--- src/rtl/txg_pkg.sv ---
package txg_pkg;

    typedef enum logic [0:0] {
        GUARD_ARMED  = 1'b0,
        GUARD_LOCKED = 1'b1
    } guard_state_e;

    typedef struct packed {
        logic txd_low;
        logic mode_ok;
        logic uv_fault;
        logic thermal_fault;
        logic locked;
    } drive_req_t;

    function automatic int unsigned cnt_bits(input int unsigned limit);
        return (limit < 2) ? 1 : $clog2(limit + 1);
    endfunction

    function automatic logic drive_allowed(input drive_req_t r);
        return r.txd_low & r.mode_ok & ~r.uv_fault & ~r.thermal_fault & ~r.locked;
    endfunction

endpackage

--- src/rtl/txg_run_counter.sv ---
module txg_run_counter
    import txg_pkg::*;
#(
    parameter int unsigned LIMIT = 16
) (
    input  logic clk,
    input  logic rst,
    input  logic active,
    output logic hit
);
    localparam int unsigned CW = cnt_bits(LIMIT);
    localparam logic [CW-1:0] LAST = CW'(LIMIT - 1);
    localparam logic [CW-1:0] TOP  = CW'(LIMIT);

    logic [CW-1:0] cnt;

    always_ff @(posedge clk) begin
        if (rst) begin
            cnt <= '0;
        end else if (!active) begin
            cnt <= '0;
        end else if (cnt != TOP) begin
            cnt <= cnt + 1'b1;
        end
    end

    assign hit = active && (cnt == LAST);

    // bounded, cleared when idle, holds at terminal count
    a_r8_counter_bounded: assert property (@(posedge clk) disable iff (rst)
        cnt <= TOP);
    a_r8_clear_on_idle: assert property (@(posedge clk) disable iff (rst)
        !active |=> (cnt == '0));
    a_r8_hold_at_top: assert property (@(posedge clk) disable iff (rst)
        (active && cnt == TOP) |=> (cnt == TOP));

endmodule

--- src/rtl/txg_lock_ctrl.sv ---
module txg_lock_ctrl
    import txg_pkg::*;
(
    input  logic clk,
    input  logic rst,
    input  logic dom_hit,
    input  logic rel_hit,
    output logic locked
);
    guard_state_e state, state_nx;

    always_comb begin
        state_nx = state;
        unique case (state)
            GUARD_ARMED:  if (dom_hit) state_nx = GUARD_LOCKED;
            GUARD_LOCKED: if (rel_hit) state_nx = GUARD_ARMED;
            default:      state_nx = GUARD_ARMED;
        endcase
    end

    always_ff @(posedge clk) begin
        if (rst) state <= GUARD_ARMED;
        else     state <= state_nx;
    end

    assign locked = (state == GUARD_LOCKED);

    // without a completed release run the lockout persists
    a_r5_hold_lock: assert property (@(posedge clk) disable iff (rst)
        (locked && !rel_hit) |=> locked);
    // without a completed dominant run the guard stays armed
    a_r3_stay_armed: assert property (@(posedge clk) disable iff (rst)
        (!locked && !dom_hit) |=> !locked);

endmodule

--- src/rtl/txg_drive_gate.sv ---
module txg_drive_gate
    import txg_pkg::*;
(
    input  drive_req_t req,
    output logic       drv_dom
);
    assign drv_dom = drive_allowed(req);
endmodule

--- src/rtl/txd_dom_guard.sv ---
module txd_dom_guard
    import txg_pkg::*;
#(
    parameter int unsigned TIMEOUT_CYC = 2250000,
    parameter int unsigned RELEASE_CYC = 2500
) (
    input  logic clk,
    input  logic rst,
    input  logic txd_i,
    input  logic tx_mode_ok_i,
    input  logic uv_fault_i,
    input  logic thermal_fault_i,
    output logic drv_dom_o,
    output logic tout_flag_o
);
    logic       locked;
    logic       dom_hit;
    logic       rel_hit;
    drive_req_t req;

    txg_run_counter #(.LIMIT(TIMEOUT_CYC)) u_dom_cnt (
        .clk    (clk),
        .rst    (rst),
        .active (~txd_i),
        .hit    (dom_hit)
    );

    txg_run_counter #(.LIMIT(RELEASE_CYC)) u_rel_cnt (
        .clk    (clk),
        .rst    (rst),
        .active (locked & txd_i),
        .hit    (rel_hit)
    );

    txg_lock_ctrl u_lock (
        .clk     (clk),
        .rst     (rst),
        .dom_hit (dom_hit),
        .rel_hit (rel_hit),
        .locked  (locked)
    );

    always_comb begin
        req.txd_low       = ~txd_i;
        req.mode_ok       = tx_mode_ok_i;
        req.uv_fault      = uv_fault_i;
        req.thermal_fault = thermal_fault_i;
        req.locked        = locked;
    end

    txg_drive_gate u_gate (
        .req     (req),
        .drv_dom (drv_dom_o)
    );

    assign tout_flag_o = locked;

    a_r1_drive_follows: assert property (@(posedge clk) disable iff (rst)
        (!txd_i && tx_mode_ok_i && !uv_fault_i && !thermal_fault_i && !tout_flag_o)
        |-> drv_dom_o);
    a_r10_no_drive_locked: assert property (@(posedge clk) disable iff (rst)
        tout_flag_o |-> !drv_dom_o);
    a_r2_flag_rise_after_low: assert property (@(posedge clk) disable iff (rst)
        $rose(tout_flag_o) |-> $past(!txd_i));
    a_r4_flag_fall_after_high: assert property (@(posedge clk) disable iff (rst)
        $fell(tout_flag_o) |-> $past(txd_i));
    a_r6_mode_uv_block: assert property (@(posedge clk) disable iff (rst)
        (!tx_mode_ok_i || uv_fault_i) |-> !drv_dom_o);
    a_r7_thermal_block: assert property (@(posedge clk) disable iff (rst)
        thermal_fault_i |-> !drv_dom_o);

endmodule

--- config.mk ---
export PLATFORM = sky130hd
export DESIGN_NAME = txd_dom_guard
export DESIGN_NICKNAME = d
export VERILOG_FILES = /design/src/rtl/txg_pkg.sv /design/src/rtl/txg_run_counter.sv /design/src/rtl/txg_lock_ctrl.sv /design/src/rtl/txg_drive_gate.sv /design/src/rtl/txd_dom_guard.sv
export SDC_FILE = /design/constraint.sdc
export NUM_CORES = 1
export LEC_CHECK = 0
export ABC_CLOCK_PERIOD_IN_PS = 2200
export CORE_ASPECT_RATIO = 0.6
export CORE_MARGIN = 10
export CORE_UTILIZATION = 58
export CTS_CLUSTER_SIZE = 10
export DETAILED_ROUTE_END_ITERATION = 8
export GPL_TIMING_DRIVEN = 0
export HOLD_SLACK_MARGIN = 0.03
export PLACE_DENSITY = 0.75
export RECOVER_POWER = 100
export REMOVE_ABC_BUFFERS = 1
export SYNTH_ARGS = -nofsm -noshare
export SYNTH_HDL_FRONTEND = slang
export SYNTH_SLANG_ARGS = --single-unit
--- constraint.sdc ---
create_clock -name clk -period 2.2 [get_ports clk]
set_input_delay 0.44 -clock clk [delete_from_list [all_inputs] [get_ports clk]]
set_output_delay 0.44 -clock clk [all_outputs]
set_load 0.05 [all_outputs]
==> metrics <==
largest net degree at the start of global routing=22; Placed Instances=about 250; area of the multi-input gates=approximately 940 um^2; Setup Skew=around 0.0084 ns; Max-cap violations=0; fin area=approximately 0.0019 mm^2; Ant. Diodes=0; Initial DRC Count=slightly below 60; Rows=15; Least-Margin Pin Slew=approximately 0.51 ns; FF/Latch Area=around 700 um^2; worst path required time=between 2 and 2.5 ns; Cell Area, Placed=0.00180 mm^2; crit path DAT=~2.3 ns; post-synthesis sequential area ratio=41.2%; DPL Wire Length=approximately 2.6 mm; endpoints failing hold=0; RSZ-0062 raised after global routing=false; post-DR vias/cell=between 5 and 6; chip height=around 62 um; CP max stage cell=or4b_1; Peak VDD IR=between 0.4 and 0.5 mV; first drt pass iteration count=4; Final Hold Slack=approximately 0.49 ns; Max Freq=473 MHz; Post-layout nets=between 200 and 250; die area=0.00557 mm^2; number of buffers created by CTS=5; Worst Setup Path Type=register to register; status=complete, no violations; Port Buffers=7; YS warnings=0; Crit. End Element=register; FILL cells=around 220; CTS tree=yes; setup violators final=0; max-slew violations=0; Starting Density=between 60% and 70%; DRC=0; I/O pins=8; P&R area growth vs syn=12.4%; Hold Path Class=register to register; worst-path maximum fanout=9; GRT Residual Overflow=0; count of cell types in the netlist=38; pwr dens=between 600 and 700 mW/mm^2; wire per inst=around 14 um; Synth Register Bits=35; Cells after Synth=203; clock sink count=35; crit share post-route=around 96%; # H-tree levels=2; leak pwr=between 0.5 and 0.6 nW; initial antenna violation count=0; first-pass GRT wire length=around 5.7 mm; layout cells sized above 1=just over 6%; Slew HR=approximately two thirds; clock-pin slew on the worst setup and hold paths=roughly 0.07 ns; clk buf depth=2; Final ANT Viol Nets=0; Skew-Pair Late Insertion Delay=0.28 ns; gpl congestion=a little under 0.8; vias=~1500; slowest cell delay on critical path=between 0.7 and 0.8 ns; vias in the first global route=1274; Netlist Area Pre-Place=0.00170 mm^2; fin cells=about 250; crit-path cells=nand4_4 > or4b_1 > or4_1 > a21oi_1; WL final=roughly 3.5 mm; Root Buffer Master=clkbuf_8; critical path startpoint category=register; Die W=between 80 and 90 um; Final Critical Period=2.12 ns; Syn Area/Cell=roughly 8.4 um^2; core region area=0.00283 mm^2; Global Route Usage Sum=about an eighth
==> per-stage QoR <==
step                worst slack [ns]  util [%]  total power (W)  setup TNS, ns
global route                  0.0125      67.5          0.00125              0
floorplan                     -0.383         -         0.000663         -0.383
finish                        0.0845      67.5          0.00122              0
global placement              -0.325      63.5         0.000678         -0.325
CTS                           0.0762      67.3          0.00122              0
detailed placement            -0.358      63.5         0.000679         -0.358
==> per-layer routing <==
| metal | part of all wire [%] | routed length, um | track usage (%) |
|---|---|---|---|
| met1 | 49 | 1710 | 15.1 |
| met2 | 45 | 1550 | 21.2 |
| met3 | 5.4 | 187 | 4.32 |
| met4 | 1.1 | 37 | 5.18 |
| met5 | 0 | 0 | 0 |
==> what timing repair did <==
action	4_1_cts	5_1_grt
setup endpoints to repair	3	3
hold buffers	0	0
resized for setup	5	1
buffers inserted	0	0
==> worst paths after layout <==
path / startpoint / to / slack [ns] / cells after the start
worst max-delay path: u_dom_cnt.cnt[4] / u_dom_cnt.cnt[21] / 0.08 / 4
worst min-delay path: u_dom_cnt.cnt[21] / u_dom_cnt.cnt[21] / 0.49 / 2
worst max register to register: u_dom_cnt.cnt[4] / u_dom_cnt.cnt[21] / 0.08 / 4
worst min register to register: u_dom_cnt.cnt[21] / u_dom_cnt.cnt[21] / 0.49 / 2
==> cell families after synthesis <==
kind of cell	count (synthesis)	share of synthesized area (%)
buffers and inverters	17	3.82
DFF	35	41.2
and+or+nand+nor	94	32.1
adders and majority gates	4	2.94
xor gates and xnor gates	16	8.24
AOI/OAI and AO/OA	36	11.2
muxes	1	0.588
==> cell usage after synthesis <==
library cell	instances	share of area [%]
buf_2	1	0.29
clkbuf_1	5	1.1
nand3_1	11	3.2
inv_1	11	2.4
nor2b_1	2	0.74
nor2_1	17	3.7
xor2_1	6	3.1
nand2b_1	2	0.74
nand4_4	1	1.2
or2_2	1	0.37
and2_0	1	0.37
or4_1	2	0.88
nor4bb_1	2	1.2
xnor2_1	10	5.1
and4b_1	1	0.59
o41ai_1	1	0.51
a31oi_1	1	0.37
nor3_1	9	2.6
nor3b_1	2	0.88
nand2_1	11	2.4
a21oi_1	17	5.0
and2_1	1	0.37
nand3b_1	1	0.44
or4b_1	1	0.59
o21ai_0	15	4.4
and4bb_2	1	0.74
nand4_1	7	2.6
and3_1	1	0.37
nor4_1	3	1.1
o31ai_1	1	0.44
and4_1	2	1.0
dfxtp_1	35	41
or3_1	13	4.8
mux2i_1	1	0.59
ha_1	4	2.9
nor4b_1	1	0.51
or3b_2	1	0.51
o21bai_1	1	0.44
==> flip-flops by register name (all words and copies together) (netlist names) <==
signal,flops
u_dom_cnt.cnt,22
u_lock.locked,1
u_rel_cnt.cnt,12
==> layout make-up <==
cell class	instances	share of cell area, %
Multi-Input combinational cell	151	49.4
Sequential cell	35	36.6
Timing Repair Buffer	7	3.73
Tap cell	42	2.75
Clock buffer	6	3.79
Clock inverter	1	1.57
Inverter	11	2.16
==> worst max-delay path, delay by kind of cell (launching register included) <==
| kind | cells | cell delay [ns] |
|---|---|---|
| flops | 1 | 0.51 |
| simple gates | 3 | 1.40 |
| compound gates | 1 | 0.14 |
==> where the power goes <==
| group | switching [W] | internal [W] |
|---|---|---|
| Clock | 0.000220 | 0.000332 |
| Sequential | 0.00000213 | 0.000635 |
| Combinational | 0.0000152 | 0.0000125 |
==> cell usage in the layout (no fill, tap or decap), types with 2 or more instances in the layout <==
master | netlist | final
a21oi_1 | 17 | 17
and4_1 | 2 | 2
clkbuf_8 | 0 | 5
clkdlybuf4s50_1 | 0 | 5
dfxtp_1 | 35 | 35
ha_1 | 4 | 4
inv_1 | 11 | 11
nand2_1 | 11 | 11
nand2b_1 | 2 | 2
nand3_1 | 11 | 10
nand4_1 | 7 | 7
nor2_1 | 17 | 17
nor2b_1 | 2 | 2
nor3_1 | 9 | 9
nor3b_1 | 2 | 2
nor4_1 | 3 | 3
nor4bb_1 | 2 | 2
o21ai_0 | 15 | 15
or3_1 | 13 | 13
xnor2_1 | 10 | 10
xor2_1 | 6 | 6
No activity file was read; power rests on OpenSTA's default activity.
